==> src/rtl/colgen_pkg.sv <==
package colgen_pkg;

    typedef enum logic [2:0] {
        LEN_1    = 3'd0,
        LEN_2    = 3'd1,
        LEN_4    = 3'd2,
        LEN_8    = 3'd3,
        LEN_PAGE = 3'd7
    } burst_len_e;

    typedef struct packed {
        burst_len_e len;
        logic       ilv;
    } burst_mode_t;

    localparam burst_mode_t MODE_RESET = '{len: LEN_1, ilv: 1'b0};

    // Map a raw code onto a legal length; the reserved codes act as one beat.
    function automatic burst_len_e decode_len(input logic [2:0] code);
        burst_len_e r;
        case (code)
            3'd0:    r = LEN_1;
            3'd1:    r = LEN_2;
            3'd2:    r = LEN_4;
            3'd3:    r = LEN_8;
            3'd7:    r = LEN_PAGE;
            default: r = LEN_1;
        endcase
        return r;
    endfunction

endpackage

==> src/rtl/colgen_mode_reg.sv <==
module colgen_mode_reg
    import colgen_pkg::*;
(
    input  logic        clk,
    input  logic        rst_n,
    input  logic        set_i,
    input  logic [2:0]  len_i,
    input  logic        ilv_i,
    output burst_mode_t mode_o
);

    burst_mode_t mode_d, mode_q;

    always_comb begin
        mode_d = mode_q;
        if (set_i) begin
            mode_d.len = decode_len(len_i);
            mode_d.ilv = ilv_i;
        end
    end

    always_ff @(posedge clk or negedge rst_n) begin
        if (!rst_n) mode_q <= MODE_RESET;
        else        mode_q <= mode_d;
    end

    assign mode_o = mode_q;

endmodule

==> src/rtl/colgen_beat_ctrl.sv <==
module colgen_beat_ctrl
    import colgen_pkg::*;
#(
    parameter int COL_W = 8
) (
    input  logic             clk,
    input  logic             rst_n,
    input  logic             cmd_i,
    input  logic             stop_i,
    input  logic [COL_W-1:0] start_i,
    input  burst_mode_t      mode_i,
    output logic             active_o,
    output logic             last_o,
    output logic [COL_W-1:0] beat_o,
    output logic [COL_W-1:0] start_o,
    output burst_mode_t      mode_o
);

    typedef struct packed {
        logic             active;
        logic [COL_W-1:0] beat;
        logic [COL_W-1:0] start;
        burst_mode_t      mode;
    } ctrl_t;

    ctrl_t            st_d, st_q;
    logic [COL_W-1:0] final_beat;
    logic             is_page;
    logic             last_beat;

    // Final beat index of a fixed-length burst, taken from the burst's own mode copy.
    always_comb begin
        is_page = 1'b0;
        case (st_q.mode.len)
            LEN_1:    final_beat = COL_W'(0);
            LEN_2:    final_beat = COL_W'(1);
            LEN_4:    final_beat = COL_W'(3);
            LEN_8:    final_beat = COL_W'(7);
            LEN_PAGE: begin
                final_beat = '1;
                is_page    = 1'b1;
            end
            default:  final_beat = COL_W'(0);
        endcase
        last_beat = st_q.active && !is_page && (st_q.beat == final_beat);
    end

    always_comb begin
        st_d = st_q;
        if (cmd_i) begin
            st_d.active = 1'b1;
            st_d.beat   = '0;
            st_d.start  = start_i;
            st_d.mode   = mode_i;
        end else if (st_q.active) begin
            if (stop_i || last_beat) begin
                st_d.active = 1'b0;
            end else begin
                st_d.beat = st_q.beat + COL_W'(1);
            end
        end
    end

    always_ff @(posedge clk or negedge rst_n) begin
        if (!rst_n) begin
            st_q.active <= 1'b0;
            st_q.beat   <= '0;
            st_q.start  <= '0;
            st_q.mode   <= MODE_RESET;
        end else begin
            st_q <= st_d;
        end
    end

    assign active_o = st_q.active;
    assign last_o   = last_beat;
    assign beat_o   = st_q.beat;
    assign start_o  = st_q.start;
    assign mode_o   = st_q.mode;

endmodule

==> src/rtl/colgen_addr_calc.sv <==
module colgen_addr_calc
    import colgen_pkg::*;
#(
    parameter int COL_W = 8
) (
    input  logic [COL_W-1:0] start_i,
    input  logic [COL_W-1:0] beat_i,
    input  burst_mode_t      mode_i,
    output logic [COL_W-1:0] col_o
);

    localparam int WIN_W = $clog2(COL_W + 1);

    logic [WIN_W-1:0] win;
    logic [COL_W-1:0] sum_col;
    logic [COL_W-1:0] xor_col;
    logic             use_xor;

    always_comb begin
        case (mode_i.len)
            LEN_1:    win = WIN_W'(0);
            LEN_2:    win = WIN_W'(1);
            LEN_4:    win = WIN_W'(2);
            LEN_8:    win = WIN_W'(3);
            LEN_PAGE: win = WIN_W'(COL_W);
            default:  win = WIN_W'(0);
        endcase
        // Full page always counts upward across the row.
        use_xor = mode_i.ilv && (mode_i.len != LEN_PAGE);
        sum_col = start_i + beat_i;
        xor_col = start_i ^ beat_i;
    end

    // A bit inside the wrap window follows the order; a bit above it keeps the start value.
    for (genvar b = 0; b < COL_W; b++) begin : g_bit
        localparam logic [WIN_W-1:0] BIT_IDX = WIN_W'(b);
        assign col_o[b] = (win > BIT_IDX) ? (use_xor ? xor_col[b] : sum_col[b])
                                          : start_i[b];
    end

endmodule

==> src/rtl/sdram_burst_colgen.sv <==
module sdram_burst_colgen
    import colgen_pkg::*;
#(
    parameter int COL_W = 8
) (
    input  logic             clk,
    input  logic             rst_n,
    input  logic             mode_set_i,
    input  logic [2:0]       mode_len_i,
    input  logic             mode_ilv_i,
    input  logic             cmd_i,
    input  logic [COL_W-1:0] start_col_i,
    input  logic             stop_i,
    output logic [COL_W-1:0] col_o,
    output logic             active_o,
    output logic             done_o
);

    burst_mode_t      cur_mode;
    burst_mode_t      run_mode;
    logic [COL_W-1:0] beat;
    logic [COL_W-1:0] start_col;

    colgen_mode_reg u_mode (
        .clk    (clk),
        .rst_n  (rst_n),
        .set_i  (mode_set_i),
        .len_i  (mode_len_i),
        .ilv_i  (mode_ilv_i),
        .mode_o (cur_mode)
    );

    colgen_beat_ctrl #(.COL_W(COL_W)) u_ctrl (
        .clk      (clk),
        .rst_n    (rst_n),
        .cmd_i    (cmd_i),
        .stop_i   (stop_i),
        .start_i  (start_col_i),
        .mode_i   (cur_mode),
        .active_o (active_o),
        .last_o   (done_o),
        .beat_o   (beat),
        .start_o  (start_col),
        .mode_o   (run_mode)
    );

    colgen_addr_calc #(.COL_W(COL_W)) u_addr (
        .start_i (start_col),
        .beat_i  (beat),
        .mode_i  (run_mode),
        .col_o   (col_o)
    );

endmodule

==> config.mk <==
export PLATFORM = sky130hd
export DESIGN_NAME = sdram_burst_colgen
export DESIGN_NICKNAME = d
export VERILOG_FILES = /design/src/rtl/colgen_pkg.sv /design/src/rtl/colgen_mode_reg.sv /design/src/rtl/colgen_beat_ctrl.sv /design/src/rtl/colgen_addr_calc.sv /design/src/rtl/sdram_burst_colgen.sv
export SDC_FILE = /design/constraint.sdc
export NUM_CORES = 1
export LEC_CHECK = 0
export BUFFER_PORTS_ARGS = -buffer_cell sky130_fd_sc_hd__buf_2
export CAP_MARGIN = 20
export CELL_PAD_IN_SITES_DETAIL_PLACEMENT = 1
export CELL_PAD_IN_SITES_GLOBAL_PLACEMENT = 1
export CORE_MARGIN = 2
export CORE_UTILIZATION = 25
export CTS_BUF_LIST = sky130_fd_sc_hd__clkbuf_16
export DETAILED_ROUTE_END_ITERATION = 8
export GPL_TIMING_DRIVEN = 0
export PLACE_DENSITY_LB_ADDON = 0.3
export SLEW_MARGIN = 15
export SYNTH_ARGS = -nofsm -noshare
export SYNTH_HDL_FRONTEND = slang
export SYNTH_SLANG_ARGS = --single-unit
==> constraint.sdc <==
create_clock -name clk -period 2.79 [get_ports clk]
set_input_delay 0.1395 -clock clk [delete_from_list [all_inputs] [get_ports clk]]
set_output_delay 0.1395 -clock clk [all_outputs]
set_load 0.02 [all_outputs]
==> key figures, run 1 <==
Timing
  – RSZ-0062 raised after global routing: false
  – Slew HR: 0.5806
  – Fin. Hold Viols: 0
  – Fmax: 401.6 MHz
  – Pins Over Slew Limit: 0
  – Fin Setup TNS: 0 ns
  – Final Skew: 0.001348 ns
  – Min Hold Slack: 0.1131 ns
  – Worst slew pin tran: 0.6291 ns
  – Tcrit/Tclk final: 0.8924
  – Fin crit period: about 2.5 ns
  – Setup Viol. Count Final: 0

Clock network
  – Maximum clock path buffer count: 2
  – Clk_lat worst skew: 0.25 ns
  – Cts bufs inserted: 3
  – # resized after CTS: 0
  – Setup Buffers After CTS: 0
  – CTS tree: yes
  – Root Buffer Master: clkbuf_16
  – Clock slew at reported path FFs: about 0.060 ns
  – H-tree depth: 1
  – Post-CTS Hold Buffers: 1
  – Clk sinks: 25

Global routing
  – Initial antenna violation count: 0
  – Largest net degree at the start of global routing: 26
  – First-pass GRT wire length: between 6000 and 7000 um
  – Grt ovf: 0
  – Vias in the first global route: 1,276
  – Total GRT Usage: 0.1238

Synth
  – Largest family of logic cells by synthesized area: simple AND/OR/NAND/NOR gates
  – Syn_area_per_cell: 9.953 um^2
  – Post-Synth Adder-Cell Area: 0.07837
  – YS warnings: 0
  – Syn_nets: 180
  – Simple-gate area share of the yosys netlist: 0.1600
  – Synth unique cells: 34
  – Mux cell area share after synthesis: 0.1078
  – Seq/Total Area, Yosys: 0.4082
  – Post-synthesis register bit count: 25
  – Post-Syn Instances: 154
  – Cell Area, Synth: 1533 um^2
  – Post-synthesis xor/xnor area fraction: 0.06286
  – Compound-cell area share of the yosys netlist: 0.1584

Power
  – Leak: roughly 0.00085 uW
  – Pwr Density: 516.9 nW/um^2
  – Largest vdd supply drop: ~0.20 mV

Status
  – Outcome: finished, final reports clean

Placement
  – Number of port buffers: 25
  – Hpwl dp: 2774 um
  – Gpl congestion: 0.7219

Cells and area
  – # diodes: 0
  – Multi-input gate area in the final layout: 869.6 um^2
  – Layout cells sized above 1: 0.2391
  – Nets: 211
  – Fill count: 695
  – Area grow syn2layout: 20.08%
  – Register area: ~630 um^2

Run
  – Max Cap Violations: 0

Worst hold path
  – WHS Endpoint: u_mode.mode_o[0]
  – Worst hold stages: 2
  – Worst hold path class: input pin to flop
  – Min-delay src: mode_ilv_i

Critical path
  – Largest stage delay, worst path: between 0.4 and 0.5 ns
  – Worst R2R Start: u_ctrl.beat_o[0]
  – Worst path slowest cell: dfrtp_1
  – Crit path cell chain: ha_1, fa_1, a21o_1, a31o_2, a21oi_1, xor2_1, o21ai_0, buf_2
  – R2r setup slk: 0.85 ns
  – Worst setup SP type: flop
  – Critical Path RT: 2.65 ns
  – Worst Reg-to-Reg Cells: 6
  – Setup CP Type: flop to output pin
  – CP Data Arrival Time: 2.35 ns
  – Crit path max fanout: 3
  – RR Endpoint: u_ctrl.active_o
  – Worst Setup End Kind: output pin

Floorplan
  – Starting Density: 0.2589
  – # rows: 28
  – Core box area: just under 6000 um^2
  – DIE WIDTH: approximately 80 um
  – Top-level port count: 27
  – Die Height: 82.30 um
  – Die area: 6773 um^2

Drt
  – Avg WL per Cell: 14.36 um
  – DRT iter0 DRCs: 34
  – Post-route ant nets: 0
  – DRC Markers: 0
  – Via total after detailed routing: 1,242
  – Vias per cell: 4.795
  – Drt total wl: between 3000 and 4000 um
  – DR pass1 iterations: 2
cell type report:
class,count,area share
plain buffers,4,0.008158
clock buffers,3,0.04079
clock inverters,1,0.002039
inverters,6,0.01224
multi-input cells,119,0.4725
flip-flops and latches,25,0.3399
well taps,75,0.05099
repair buffers,26,0.07342
state kept, by name (all words and copies together), names as in the netlist:
register,flops
u_ctrl.beat_o,8
u_ctrl.mode_o,4
u_mode.mode_o,4
u_ctrl.active_o,1
u_ctrl.start_o,8
worst max path at each step:
stage                           from        to  slack (ns)  cells after the start
global route        u_ctrl.beat_o[1]  col_o[7]        0.14                      7
CTS                 u_ctrl.beat_o[2]  col_o[7]        0.27                      7
finish              u_ctrl.beat_o[0]  col_o[6]        0.30                      8
global placement    u_ctrl.beat_o[1]  col_o[7]        0.58                      7
detailed placement  u_ctrl.beat_o[2]  col_o[7]        0.56                      7
floorplan           u_ctrl.beat_o[0]  col_o[6]        0.56                      7
where the power goes:
part / switching, uW / internal (uW) / total, uW
clock: 123 / 191 / 315
sequential: 29.6 / 390 / 419
combinational: 126 / 90.7 / 217
placed cells by master, fill, tap and decap left out:
master	Yosys	routed
dlygate4sd3_1	0	1
o21ai_1	3	3
nor2_1	5	5
mux2i_1	3	3
or2_1	1	1
o21ai_0	16	16
nor4_4	1	1
ha_1	8	8
xor2_1	10	10
xnor2_1	1	1
mux2_2	12	12
inv_1	6	7
a31o_2	1	1
fa_1	1	1
or3_1	4	4
o211ai_1	2	2
clkbuf_16	0	3
clkbuf_1	4	4
nand4_1	3	3
nor2b_1	2	2
buf_2	0	25
and4_1	1	1
nor2_2	1	1
o21bai_1	2	2
o21a_1	1	1
dfrtp_1	25	25
a211oi_1	2	2
a21o_1	3	3
nand3_1	5	5
nand2b_1	4	4
a21oi_1	9	9
nor4b_2	1	1
a2111oi_0	1	1
nand3b_1	1	1
nand2_1	13	13
o211a_1	1	1
and3_1	1	1
synth_stat cells (all sizes together):
library cell / n / area, um^2
mux2: 12 / 135.1
ha: 8 / 100.1
dfrtp: 25 / 625.6
o21a: 1 / 7.510
o21ai: 19 / 95.09
nor4: 1 / 21.27
nand3b: 1 / 7.510
inv: 6 / 22.52
fa: 1 / 20.02
o211a: 1 / 10.01
a31o: 1 / 8.760
clkbuf: 4 / 15.01
nor2: 6 / 25.03
or3: 4 / 25.02
or2: 1 / 6.260
nor4b: 1 / 15.01
nand4: 3 / 18.77
o211ai: 2 / 15.01
mux2i: 3 / 30.03
xor2: 10 / 87.58
nand2: 13 / 48.80
and4: 1 / 8.760
o21bai: 2 / 15.01
nand2b: 4 / 25.02
and3: 1 / 6.260
a21oi: 9 / 45.04
nor2b: 2 / 12.51
a211oi: 2 / 15.01
a2111oi: 1 / 8.760
nand3: 5 / 25.02
a21o: 3 / 22.52
xnor2: 1 / 8.760
routing by layer:
layer / track usage / share of wire
met5: 0 / 0
met1: 0.1598 / 0.48
met2: 0.2153 / 0.48
met4: 0.02500 / 0.0056
met3: 0.02283 / 0.034
cell families (layout without fill, tap and decap cells):
group | after synthesis | after routing
buf+inv | 10 | 40
compound gates | 41 | 41
flops | 25 | 25
mux | 15 | 15
xor+xnor | 11 | 11
fa+ha+maj | 9 | 9
simple gates | 43 | 43
critical path, delay by kind of cell, from the launching register on:
kind	cells	cell delay, ns
xor gates and xnor gates	1	0.16
adders and majority gates	2	0.65
AOI/OAI and AO/OA	4	0.68
DFF	1	0.41
buffers and inverters	1	0.17
through the flow:
| step | instances | util | setup WS [ns] | cell area, um^2 | total power [uW] |
|---|---|---|---|---|---|
| floorplan | 154 | - | 0.5564 | 1533 | 566.9 |
| detailed placement | 254 | 0.2959 | 0.5623 | 1752 | 646.7 |
| CTS | 259 | 0.3109 | 0.2670 | 1841 | 975.4 |
| finish | 259 | 0.3109 | 0.3002 | 1841 | 951.3 |
| global route | 259 | 0.3109 | 0.1392 | 1841 | 1017 |
| global placement | 254 | 0.2959 | 0.5783 | 1752 | 641.4 |
Note: power is estimated with default switching activity, not from simulation.
==> run 2: changes to the inputs <==
- PLACE_DENSITY: default -> 0.51
- PLACE_DENSITY_LB_ADDON: 0.3 -> default
- REMOVE_ABC_BUFFERS: default -> 1
==> run 2 against run 1 <==
Fmax is 3.5% lower; non-clock buffer count down 3; hold slack lost 0.0095 ns; count of clock-buffer cells in the layout unchanged; final cell count fell by 1.2%; critical path depth stayed put; largest cell class unchanged.
==> key figures, run 2 (same netlist as run 1, synthesis figures left out) <==
Clock network
  – CTS tree: yes
  – Setup Buffers After CTS: 0
  – Maximum clock path buffer count: 2
  – Clock slew at reported path FFs: 0.07 ns
  – Clk sinks: 25
  – Cts bufs inserted: 3
  – Clk_lat worst skew: 0.26 ns
  – Root Buffer Master: clkbuf_16
  – H-tree depth: 1

Timing
  – Fmax: approximately 390 MHz
  – Pins Over Slew Limit: 0
  – Worst slew pin tran: 0.5974 ns
  – Tcrit/Tclk final: 0.9251
  – Min Hold Slack: 0.1037 ns
  – Fin Setup TNS: 0 ns
  – Fin. Hold Viols: 0
  – Slew HR: 0.6017
  – Setup Viol. Count Final: 0
  – Final Skew: 0.003666 ns
  – RSZ-0062 raised after global routing: false
  – Fin crit period: 2.581 ns

Critical path
  – RR Endpoint: u_ctrl.active_o
  – CP Data Arrival Time: 2.44 ns
  – Worst Reg-to-Reg Cells: 5
  – Worst setup SP type: flop
  – R2r setup slk: 0.95 ns
  – Worst R2R Start: u_ctrl.beat_o[5]
  – Setup CP Type: flop to output pin
  – Worst Setup End Kind: output pin
  – Crit path max fanout: 10
  – Critical Path RT: 2.65 ns

Global routing
  – Total GRT Usage: 0.1208
  – Met1 Usage GRT: 0.1489
  – Vias in the first global route: 1,283
  – Largest net degree at the start of global routing: 26
  – Met3 usage: 0.02609
  – Grt peak-use layer: met2
  – Met2 GRT Util: 0.2105
  – Grt ovf: 0
  – First-pass GRT wire length: 6258 um
  – Initial antenna violation count: 0

Cells and area
  – Layout cells sized above 1: 0.2597
  – Nets: 208
  – Area grow syn2layout: 19.59%
  – # diodes: 0
  – Highest-count cells in the layout ignoring fill and taps: 26 x buf_2, 24 x dfrtp_1, 16 x o21ai_0
  – Fill count: 698
  – Commonest non-fill, non-tap cell in the layout: buf_2

Status
  – Outcome: finished, final reports clean

Placement
  – Hpwl dp: 2664 um
  – Gpl congestion: 0.7517
  – Number of port buffers: 26

Floorplan
  – Die Height: 82.30 um
  – Starting Density: 0.2589
  – Die area: ~6800 um^2
  – # rows: 28
  – Top-level port count: 27
  – DIE WIDTH: 82.30 um
  – Core box area: a little under 6000 um^2

Power
  – Clk pwr share: 0.339
  – Switch Pwr: around 280 uW
  – Largest vdd supply drop: 0.2117 mV
  – Sequential share of power: 0.441
  – Pwr Density: 520.7 nW/um^2
  – Comb power frac: 0.220
  – Leak: 0.0008419 uW
  – Internal power: a little under 700 uW
  – Sw Ratio: 0.2947

Drt
  – DRC Markers: 0
  – Via total after detailed routing: 1,222
  – Avg WL per Cell: 13.86 um
  – Vias per cell: 4.773
  – DRT iter0 DRCs: 17
  – Post-route ant nets: 0
  – Drt total wl: 3549 um
  – DR pass1 iterations: 4

Worst hold path
  – Worst hold stages: 2
  – Worst hold path class: input pin to flop
  – Min-delay src: start_col_i[4]
  – WHS Endpoint: u_ctrl.start_o[4]

Run
  – Max Cap Violations: 0
[run 2: routing by layer]
metal,part of all wire,vias up
li1,-,613
met1,0.47,585
met2,0.48,19
met3,0.039,5
met4,0.011,0
met5,0,-
[run 2: layout make-up]
cell class / instances / area, um^2 / area share
timing repair buffer: 27 / 140.1 / 0.07645
clock inverter: 1 / 5.005 / 0.002730
inverter: 6 / 22.52 / 0.01229
tap: 75 / 93.84 / 0.05119
clock buffer: 3 / 75.07 / 0.04096
sequential: 25 / 626.9 / 0.3420
multi-input combinational: 119 / 869.6 / 0.4744
[run 2: metrics by stage]
stage | total power, uW | utilization | instances | instance area (um^2) | setup slack, ns
5_1_grt | 1019 | 0.3096 | 256 | 1833 | 0.06975
2_1_floorplan | 561.3 | - | 150 | 1518 | 0.4588
6_report | 954.4 | 0.3096 | 256 | 1833 | 0.2091
4_1_cts | 973.0 | 0.3094 | 256 | 1832 | 0.1240
3_5_place_dp | 641.4 | 0.2942 | 251 | 1742 | 0.4370
3_3_place_gp | 635.0 | 0.2942 | 251 | 1742 | 0.4563
[run 2: critical path, stage by stage (launching register included)]
cell and delay (ns):
dfrtp_2 0.48, ha_1 0.27, fa_1 0.41, a21o_1 0.19, a31o_2 0.25, a21oi_1 0.17, xor2_1 0.16, o21ai_0 0.08
buf_2 0.17
[run 2: how the worst max path moves through the flow]
stage                           startpoint        to  slack, ns  cells after the start
after floorplan           u_ctrl.beat_o[0]  col_o[6]       0.46                      7
after global placement    u_ctrl.beat_o[0]  col_o[6]       0.46                      8
after detailed placement  u_ctrl.beat_o[0]  col_o[6]       0.44                      8
after CTS                 u_ctrl.beat_o[0]  col_o[6]       0.12                      8
after global routing      u_ctrl.beat_o[0]  col_o[6]       0.07                      8
final                     u_ctrl.beat_o[0]  col_o[6]       0.21                      8
[run 2: power groups by stage]
stage	clock, uW	combinational (uW)	sequential [uW]
floorplan	0	141	420
global placement	0	207	428
detailed placement	0	213	428
CTS	336	216	422
global route	356	236	428
finish	323	210	421
[run 2: repair_timing]
item / 4_1_cts / 5_1_grt
endpoints found under the hold margin: 25 / 0
hold buffers: 1 / 0
resized for setup: 0 / 1
setup endpoints to repair: 0 / 1
